## config.mk

```make
export PLATFORM = sky130hd
export DESIGN_NAME = dest_entity_cam
export DESIGN_NICKNAME = d
export VERILOG_FILES = /design/src/rtl/dcam_pkg.sv /design/src/rtl/dcam_entry_bank.sv /design/src/rtl/dcam_match.sv /design/src/rtl/dest_entity_cam.sv
export SDC_FILE = /design/constraint.sdc
export NUM_CORES = 1
export LEC_CHECK = 0
export BUFFER_PORTS_ARGS = -buffer_cell sky130_fd_sc_hd__buf_2
export CORE_UTILIZATION = 50
export CTS_BUF_LIST = sky130_fd_sc_hd__clkbuf_4
export DETAILED_ROUTE_END_ITERATION = 6
export HOLD_SLACK_MARGIN = 0.1
export PLACE_DENSITY = 0.67
export SLEW_MARGIN = 0
export SYNTH_ARGS = -nofsm -noshare
export SYNTH_HDL_FRONTEND = slang
export SYNTH_SLANG_ARGS = --single-unit
```

## constraint.sdc

```tcl
create_clock -name clk -period 2.63 [get_ports clk]
set_input_delay 0.526 -clock clk [delete_from_list [all_inputs] [get_ports clk]]
set_output_delay 0.526 -clock clk [all_outputs]
set_load 0.1 [all_outputs]
```

## src/rtl/dcam_pkg.sv

```systemverilog
package dcam_pkg;

    localparam int MAC_W  = 48;
    localparam int ENT_W  = 4;
    localparam int REG_W  = 32;
    localparam int HI_W   = MAC_W - REG_W;

    typedef enum logic [1:0] {
        W_MAC_HI = 2'b00,
        W_MAC_LO = 2'b01,
        W_USE    = 2'b10,
        W_ENT    = 2'b11
    } word_sel_e;

    typedef struct packed {
        logic             in_use;
        logic [ENT_W-1:0] ent;
        logic [MAC_W-1:0] mac;
    } entry_t;

endpackage

```

## src/rtl/dcam_entry_bank.sv

```systemverilog
module dcam_entry_bank
    import dcam_pkg::*;
#(
    parameter int NUM_IMPL   = 8,
    parameter int ADDR_SPACE = 64,
    localparam int IDX_W     = $clog2(ADDR_SPACE),
    localparam int RA_W      = IDX_W + 2
)(
    input  logic                 clk,
    input  logic                 rst_n,
    input  logic                 reg_wr,
    input  logic                 reg_rd,
    input  logic [RA_W-1:0]      reg_addr,
    input  logic [REG_W-1:0]     reg_wdata,
    output logic [REG_W-1:0]     reg_rdata,
    output logic                 reg_rvalid,
    output entry_t [NUM_IMPL-1:0] tbl
);

    logic [IDX_W-1:0] sel_idx;
    word_sel_e        sel_word;
    logic             in_range;
    logic [REG_W-1:0] rd_word;

    assign sel_idx  = reg_addr[RA_W-1:2];
    assign sel_word = word_sel_e'(reg_addr[1:0]);
    assign in_range = ({1'b0, sel_idx} < (IDX_W+1)'(NUM_IMPL));

    // one write port per implemented entry; out-of-range numbers decode to none
    for (genvar g = 0; g < NUM_IMPL; g++) begin : g_entry
        logic wr_this;
        assign wr_this = reg_wr && (sel_idx == IDX_W'(g));

        always_ff @(posedge clk or negedge rst_n) begin
            if (!rst_n) begin
                tbl[g] <= '0;
            end else if (wr_this) begin
                unique case (sel_word)
                    W_MAC_HI: tbl[g].mac[MAC_W-1:REG_W] <= reg_wdata[HI_W-1:0];
                    W_MAC_LO: tbl[g].mac[REG_W-1:0]     <= reg_wdata;
                    W_USE:    tbl[g].in_use             <= reg_wdata[0];
                    W_ENT:    tbl[g].ent                <= reg_wdata[ENT_W-1:0];
                endcase
            end
        end
    end

    always_comb begin
        rd_word = '0;
        for (int i = 0; i < NUM_IMPL; i++) begin
            if (sel_idx == IDX_W'(i)) begin
                unique case (sel_word)
                    W_MAC_HI: rd_word = {{(REG_W-HI_W){1'b0}}, tbl[i].mac[MAC_W-1:REG_W]};
                    W_MAC_LO: rd_word = tbl[i].mac[REG_W-1:0];
                    W_USE:    rd_word = {{(REG_W-1){1'b0}}, tbl[i].in_use};
                    W_ENT:    rd_word = {{(REG_W-ENT_W){1'b0}}, tbl[i].ent};
                endcase
            end
        end
    end

    always_ff @(posedge clk or negedge rst_n) begin
        if (!rst_n) begin
            reg_rdata  <= '0;
            reg_rvalid <= 1'b0;
        end else begin
            reg_rvalid <= reg_rd;
            if (reg_rd) reg_rdata <= in_range ? rd_word : '0;
        end
    end

    p_rd_latency_r10: assert property (@(posedge clk) disable iff (!rst_n)
        reg_rd |=> reg_rvalid);
    p_oor_read_zero_r9: assert property (@(posedge clk) disable iff (!rst_n)
        (reg_rd && !in_range) |=> (reg_rdata == '0));
    p_oor_write_none_r9: assert property (@(posedge clk) disable iff (!rst_n)
        (reg_wr && !in_range) |=> $stable(tbl));
    p_hi_pad_zero_r8: assert property (@(posedge clk) disable iff (!rst_n)
        (reg_rd && sel_word == W_MAC_HI) |=> (reg_rdata[REG_W-1:HI_W] == '0));

endmodule

```

## src/rtl/dcam_match.sv

```systemverilog
module dcam_match
    import dcam_pkg::*;
#(
    parameter int NUM_IMPL = 8
)(
    input  logic                  clk,
    input  logic                  rst_n,
    input  entry_t [NUM_IMPL-1:0] tbl,
    input  logic                  lk_req,
    input  logic [MAC_W-1:0]      lk_addr,
    output logic                  lk_valid,
    output logic                  lk_hit,
    output logic [ENT_W-1:0]      lk_entity
);

    logic [NUM_IMPL-1:0] hit_vec;
    logic [NUM_IMPL-1:0] use_vec;
    logic                any_hit;
    logic [ENT_W-1:0]    win_ent;

    for (genvar g = 0; g < NUM_IMPL; g++) begin : g_cmp
        assign use_vec[g] = tbl[g].in_use;
        assign hit_vec[g] = tbl[g].in_use && (tbl[g].mac == lk_addr);
    end

    // walk from the top down so the lowest-numbered match is written last
    always_comb begin
        any_hit = 1'b0;
        win_ent = '0;
        for (int i = NUM_IMPL-1; i >= 0; i--) begin
            if (hit_vec[i]) begin
                any_hit = 1'b1;
                win_ent = tbl[i].ent;
            end
        end
    end

    always_ff @(posedge clk or negedge rst_n) begin
        if (!rst_n) begin
            lk_valid  <= 1'b0;
            lk_hit    <= 1'b0;
            lk_entity <= '0;
        end else begin
            lk_valid <= lk_req;
            if (lk_req) begin
                lk_hit    <= any_hit;
                lk_entity <= win_ent;
            end
        end
    end

    p_miss_default_r4: assert property (@(posedge clk) disable iff (!rst_n)
        (lk_valid && !lk_hit) |-> (lk_entity == '0));
    p_empty_table_misses_r5: assert property (@(posedge clk) disable iff (!rst_n)
        (lk_req && use_vec == '0) |=> (lk_valid && !lk_hit));

endmodule

```

## src/rtl/dest_entity_cam.sv

```systemverilog
module dest_entity_cam
    import dcam_pkg::*;
#(
    parameter int NUM_IMPL   = 8,
    parameter int ADDR_SPACE = 64,
    localparam int RA_W      = $clog2(ADDR_SPACE) + 2
)(
    input  logic             clk,
    input  logic             rst_n,
    input  logic             lk_req,
    input  logic [47:0]      lk_addr,
    output logic             lk_valid,
    output logic             lk_hit,
    output logic [3:0]       lk_entity,
    input  logic             reg_wr,
    input  logic             reg_rd,
    input  logic [RA_W-1:0]  reg_addr,
    input  logic [31:0]      reg_wdata,
    output logic [31:0]      reg_rdata,
    output logic             reg_rvalid
);

    entry_t [NUM_IMPL-1:0] tbl;

    dcam_entry_bank #(
        .NUM_IMPL   (NUM_IMPL),
        .ADDR_SPACE (ADDR_SPACE)
    ) u_bank (
        .clk        (clk),
        .rst_n      (rst_n),
        .reg_wr     (reg_wr),
        .reg_rd     (reg_rd),
        .reg_addr   (reg_addr),
        .reg_wdata  (reg_wdata),
        .reg_rdata  (reg_rdata),
        .reg_rvalid (reg_rvalid),
        .tbl        (tbl)
    );

    dcam_match #(
        .NUM_IMPL (NUM_IMPL)
    ) u_match (
        .clk       (clk),
        .rst_n     (rst_n),
        .tbl       (tbl),
        .lk_req    (lk_req),
        .lk_addr   (lk_addr),
        .lk_valid  (lk_valid),
        .lk_hit    (lk_hit),
        .lk_entity (lk_entity)
    );

    p_valid_follows_req_r2: assert property (@(posedge clk) disable iff (!rst_n)
        lk_req |=> lk_valid);
    p_no_spurious_valid_r2: assert property (@(posedge clk) disable iff (!rst_n)
        !lk_req |=> !lk_valid);

endmodule

```

==> results of run 1 <==
[cell usage in the layout, fill, tap and decap left out, types with 15 or more instances in the layout]
cell type      count
mux2_2           416
nor3_1            21
buf_12            53
dlygate4sd3_1     39
o21ai_0           42
a222oi_1          21
nor2_1           121
a21oi_1           79
nand3_1           21
nand2_1           52
buf_2            129
a31oi_1           21
buf_4            434
clkbuf_4         205
nand2b_1          16
nor2b_1           15
xnor2_1          185
xor2_1           137
clkinv_1          20
mux4_2            28
nand4_1           55
nor4_1            29
inv_1             43
mux2i_1           73
o22ai_1           19
dfrtp_1          461
[state kept, by name (all words and copies together) (netlist names)]
name / count
u_bank.reg_rdata: 32
u_bank.reg_rvalid: 1
u_bank.tbl: 424
u_match.lk_entity: 4
u_match.lk_hit: 1
u_match.lk_valid: 1
[worst paths after layout]
path	start	end	slack, ns	cells after the start
setup / recovery	u_bank.tbl[306]	u_match.lk_entity[3]	-0.14	11
hold / removal	rst_n	u_bank.tbl[132]	0.22	3
setup reg to reg	u_bank.tbl[306]	u_match.lk_entity[3]	-0.14	11
hold reg to reg	u_bank.reg_rdata[0]	u_bank.reg_rdata[0]	0.52	2
max in group asynchronous	rst_n	u_bank.tbl[81]	1.91	4
min in group clk	reg_addr[1]	u_bank.reg_rdata[2]	0.24	5
[worst max-delay path: stages, from the launching register on]
cell	delay, ns
dfrtp_1	0.42
xnor2_2	0.18
buf_4	0.18
nand4_1	0.17
nor4_1	0.30
buf_4	0.19
nand4_1	0.22
buf_4	0.24
or3_4	0.33
a221oi_2	0.22
buf_4	0.15
o21ai_2	0.04
[power by group]
group	internal [mW]	total (mW)	switching, mW
clock network	4.02	7.32	3.30
registers	7.48	7.88	0.404
logic	1.34	3.35	2.01
total	12.8	18.5	5.71
[routing by layer]
layer / vias up / GRT usage (%) / share of wire (%)
met5: - / 0 / 0.031
met4: 6 / 29.9 / 6.8
met3: 384 / 11.4 / 11
met2: 1594 / 69.5 / 44
met1: 11500 / 61.2 / 39
li1: 9277 / - / -
[cell type report]
class / count / area share, %
Multi-Input combinational cell: 1527 / 40.3
Sequential cell: 463 / 34.9
Timing Repair Buffer: 662 / 16.4
Clock buffer: 205 / 4.63
Tap cell: 672 / 2.53
Clock inverter: 28 / 0.726
Inverter: 45 / 0.508
Antenna cell: 7 / 0.0527
[timing repair]
item | 4_1_cts | 5_1_grt
setup buffers | 0 | 9
hold buffers | 40 | 0
endpoints found under the setup margin | 5 | 5
gates cloned | 0 | 1
pin swaps | 11 | 20
endpoints found under the hold margin | 821 | 0
resized for setup | 20 | 47
[cells by family (layout without fill, tap and decap cells)]
family | count (synthesis) | after routing | synth area share, %
buf+inv | 208 | 940 | 3.61
simple gates | 395 | 395 | 8.07
compound gates | 275 | 275 | 7.37
xor+xnor | 340 | 340 | 11.7
flops | 463 | 463 | 45.5
other cells | 0 | 7 | 0
mux | 517 | 517 | 23.7
==> results.md, run 1 <==
* Pwr dens at 558 nW/µm²
* Total Die Area at between 50000 and 60000 µm²
* FFs w/ async S/R, synth at 100%
* Sink Count at 463
* Detailed Routing Iterations Pass 1 at 7
* Mapped Area at about 25000 µm²
* Worst vdd ir at 0.492 mV
* Post-synthesis sequential element count at 463
* Final non-filler cell total at 3609
* Syn nets at ~2300
* Status: finished with violations
* Width of the die at 228 µm
* CP required at 3.52 ns
* Main synth FF type: dfrtp_1
* Initial antenna violation count at 12
* Worst setup path category: register to register
* Global-route wire length before repair at 165000 µm
* Synth cell count leaders: dfrtp_1, mux2_2, xnor2_1
* TNS Setup at -0.433 ns
* Mapped Cells at 2198
* Share of cells above drive strength 1 at a little under half
* GR Overflow Total at 0
* Max Cap Violations at 0
* FMAX at approximately 360 MHz
* Final period util at 105%
* Count leader, synth: dfrtp_1
* Worst Setup Slack post-DPL at -0.703 ns
* Design Area, Final at between 30000 and 40000 µm²
* CP endpoint kind: register
* Slew headroom at 47.4%
* Initial core utilization at 50.7%
* Worst-path clk slew at 0.06 ns
* Crit-path max FO at 5
* Nets at 2927
* Min Hold Slack at 0.219 ns
* Initial DRC Count at 3069
* WL final at around 120000 µm
* LEAKAGE at ~16 nW
* Violated checks: design-rule violations, negative setup slack
* Io pins at 132
* GP Congestion at between 1 and 1.5
* Pin count of the biggest net entering global routing at between 70 and 80
* Post-route minimum period at 2.77 ns
* Area of the core at 50200 µm²
* CTS buffer count at 135
* Filler cells at ~4000
* Count of different cell masters after synthesis at 67
* Root Driver: clkbuf_4
* Residual DRC at 2
* Number of port buffers at 131
* Mean Syn Cell Area at 11.6 µm²
* Worst hold path type: input pin to asynchronous set/reset pin
* Tot Pwr at roughly 19 mW
* Final Hold Viols at 0
* Clk_lat worst skew at 1.03 ns
* RSZ-0062 raised after global routing: true
* Finished Core Util at approximately two thirds
* CTS tree: done
* Area of the multi-input gates at 13400 µm²
* Area contributors post-synth: dfrtp_1, mux2_2, xnor2_1, xor2_1, mux2i_1
* Worst slew pin tran at 0.786 ns
* Cell taking the most area after synthesis: dfrtp_1
* Critical path arrival at 3.66 ns
* Cells after DPL at 3321
* Max clock buf depth at 3
* Vias in the first global route at 22200
* CTS H-Tree Depth at 4
* Antenna viol nets, final at 0
* Synth top area share at 45.5%
* Slew Limit Fails at 0
* Worst setup margin at -0.145 ns
* Number of setup violations in the final report at 4
* Vias per inst at 6.32
* Post-synthesis sequential area ratio at 45.5%
* Synth warn at 0
* Placed cell areas at roughly 31000 µm²
* Max Clock Skew at about 0.055 ns
* DIE HEIGHT at 228 µm
* Num rows at 82
* Area Growth Syn to Fin at 30.6%
* Reg area at 11600 µm²
* Startpoint types: register
* Final HPWL DP at 89100 µm
* EDFF count, synth at 0
* Routed len/inst at approximately 33 µm
* Vias at ~23000
* Total global-route track usage at 46.8%
Power figures use the tool's default switching activity.
==> run 2, diff against run 1 <==
--- a/config.mk
+++ b/config.mk
@@ -11,6 +11,7 @@
 export DETAILED_ROUTE_END_ITERATION = 6
 export HOLD_SLACK_MARGIN = 0.1
 export PLACE_DENSITY = 0.67
+export RECOVER_POWER = 25
 export SLEW_MARGIN = 0
 export SYNTH_ARGS = -nofsm -noshare
 export SYNTH_HDL_FRONTEND = slang
==> constraint.sdc (replaced) <==
create_clock -name clk -period 3.4 [get_ports clk]
set_input_delay 0.68 -clock clk [delete_from_list [all_inputs] [get_ports clk]]
set_output_delay 0.68 -clock clk [all_outputs]
set_load 0.1 [all_outputs]
==> run 2 against run 1 <==
  * Highest routed layer unchanged
  * The flow finishes with violations (max-capacitance violations, max-slew violations)
  * Cell count down 7.8%
  * Routed wire length is 5.0% lower
  * First-iteration DRC count is 0.33% lower
  * Register-to-register slack better by 0.44 ns
  * Sequential share of layout area is 3.3 points higher
==> results.md, run 2 (synthesis results as in run 1) <==
* Switching Power at 4.30 mW
* RSZ-0062 raised after global routing: false
* Reg2reg end: u_match.lk_hit
* Startpoint types: register
* Status: finished with violations
* CP required at about 4.2 ns
* Final non-filler cell total at 3328
* End of the critical path: u_match.lk_hit
* Vias per inst at 6.45
* Worst hold path type: input pin to register
* Crit-path max cell delay at 0.67 ns
* Pin count of the biggest net entering global routing at between 80 and 90
* Cell repeated most along the worst path: buf_4
* Initial antenna violation count at 5
* Antenna viol nets, final at 0
* Reg2Reg Depth at 10
* Worst slew pin tran at 2.25 ns
* Flop pwr share at 43.9%
* Pwr dens at between 400 and 500 nW/µm²
* Share of cells above drive strength 1 at between 30 and 40%
* Finished Core Util at 60.5%
* Final Hold Viols at 0
* GP Congestion at 1.07
* Total Die Area at 51800 µm²
* Vias in the first global route at approximately 21000
* Violated checks: max-capacitance violations, max-slew violations
* Worst vdd ir at roughly 0.33 mV
* CP endpoint kind: register
* Routed len/inst at between 30 and 40 µm
* Int Power at 9.61 mW
* Post-CTS Repair Setup Buffers at 0
* Crit-path max FO at 9
* CTS buffer count at ~130
* Initial core utilization at between 50% and 60%
* Final HPWL DP at 84000 µm
* Post-route minimum period at between 3 and 4 ns
* WL final at about 110000 µm
* Worst Setup Slack post-DPL at -0.282 ns
* Io pins at between 100 and 150
* Area of the core at 50200 µm²
* Critical path arrival at 3.94 ns
* Crit Reg-Reg Startpoint: u_bank.tbl[243]
* Initial DRC Count at 3059
* Worst-path clk slew at 0.06 ns
* Largest register FFs at 424
* Min Hold Slack at 0.219 ns
* Slew headroom at -50.3%
* Worst setup margin at between 0.2 and 0.3 ns
* FF-to-FF setup slack at 0.30 ns
* CTS H-Tree Depth at 4
* Global-route wire length before repair at approximately 160000 µm
* LEAKAGE at 14.1 nW
* Worst setup path category: register to register
* Final period util at 91.3%
* Total global-route track usage at 44.7%
* CTS tree: done
* Width of the die at 228 µm
* CP Depth at 10
* Area Growth Syn to Fin at 19.2%
* Residual DRC at 0
* Root Driver: clkbuf_4
* FMAX at about 320 MHz
* Max Clock Skew at 0.0458 ns
* Worst Setup SP: u_bank.tbl[243]
* Most frequent cells in the layout: dfrtp_1, mux2_2, buf_4
* Tot Pwr at 13.9 mW
* Max Cap Violations at 2
* Sink Count at 463
* Buf+Inv Stages, Crit Path at 3
* DIE HEIGHT at 228 µm
* Clk_lat worst skew at 1.01 ns
* Number of port buffers at 131
* Max clock buf depth at 3
* GR Overflow Total at 0
* Kind of cell adding the most delay to the critical path: simple AND/OR/NAND/NOR gates
* Critical path cell sequence: xor2_1 > nor4_2 > nand3_1 > buf_4 > nor4_4 > buf_4 > buf_4 > or4b_2 > o41ai_1 > o21ai_0
* Clk pwr share at roughly 40%
* Number of setup violations in the final report at 0
* Num rows at 82
* Switching share of power at 30.9%
* Detailed Routing Iterations Pass 1 at 6
* Slew Limit Fails at between 80 and 90
* Cells after DPL at between 3000 and 4000
* Vias at ~21000
* CP max stage cell: or4b_2
* Largest regs: u_bank.tbl x424, u_bank.reg_rdata x32, u_match.lk_entity x4
* Nets at 2654
* Top reg by flops: u_bank.tbl
* Leading cell type in the layout, fill and taps excluded: dfrtp_1
* Combinational Power Share at 16.1%
run 2: cell type report:
class / instances / area, µm²
Multi-Input combinational cell: 1527 / 13000
Timing Repair Buffer: 391 / 2970
Antenna cell: 8 / 20.0
Tap cell: 672 / 841
Fill cell: 4189 / 19800
Sequential cell: 463 / 11600
Clock buffer: 192 / 1440
Inverter: 45 / 169
Clock inverter: 30 / 292
run 2: what timing repair did:
action                                  CTS  global route
hold buffers                             30             0
gates resized for setup                   0             1
endpoints found under the hold margin   236             0
endpoints found under the setup margin    0             1
run 2: layer usage:
layer,share of wire (%),global-route usage [%]
met5,0.011,0
met4,6.7,28.6
met3,9.9,11.1
met2,44,65.6
met1,40,59.2
run 2: worst min-delay path by stage:
stage                                     from              endpoint  cells past startpoint
after floorplan                          rst_n   u_bank.reg_rdata[0]                      0
after global placement     u_bank.reg_rdata[3]   u_bank.reg_rdata[3]                      1
after detailed placement  u_bank.reg_rdata[19]  u_bank.reg_rdata[19]                      2
after CTS                         reg_wdata[2]       u_bank.tbl[320]                      3
after global routing               reg_addr[5]   u_bank.reg_rdata[0]                      5
final                              reg_addr[6]   u_bank.reg_rdata[0]                      5
run 2: power by group through the flow:
| stage | sequential, mW | combinational, mW | clock, mW |
|---|---|---|---|
| 3_3_place_gp | 6.17 | 2.14 | 0 |
| 4_1_cts | 6.09 | 2.19 | 5.62 |
| 3_5_place_dp | 6.19 | 2.15 | 0 |
| 6_report | 6.11 | 2.24 | 5.57 |
| 5_1_grt | 6.12 | 2.30 | 5.92 |
| 2_1_floorplan | 6.27 | 0.955 | 0 |
run 2: worst min-delay path: stages:
cell	delay, ns
buf_2	0.11
nor3_1	0.07
buf_4	0.16
o2111ai_1	0.09
o21ai_0	0.08
run 2: through the flow:
| stage | TNS (ns) | instance area [µm²] |
|---|---|---|
| floorplan | 0 | 25500 |
| global placement | -1.12 | 28300 |
| detailed placement | -0.972 | 28300 |
| CTS | 0 | 30400 |
| global route | 0 | 30300 |
| finish | 0 | 30300 |
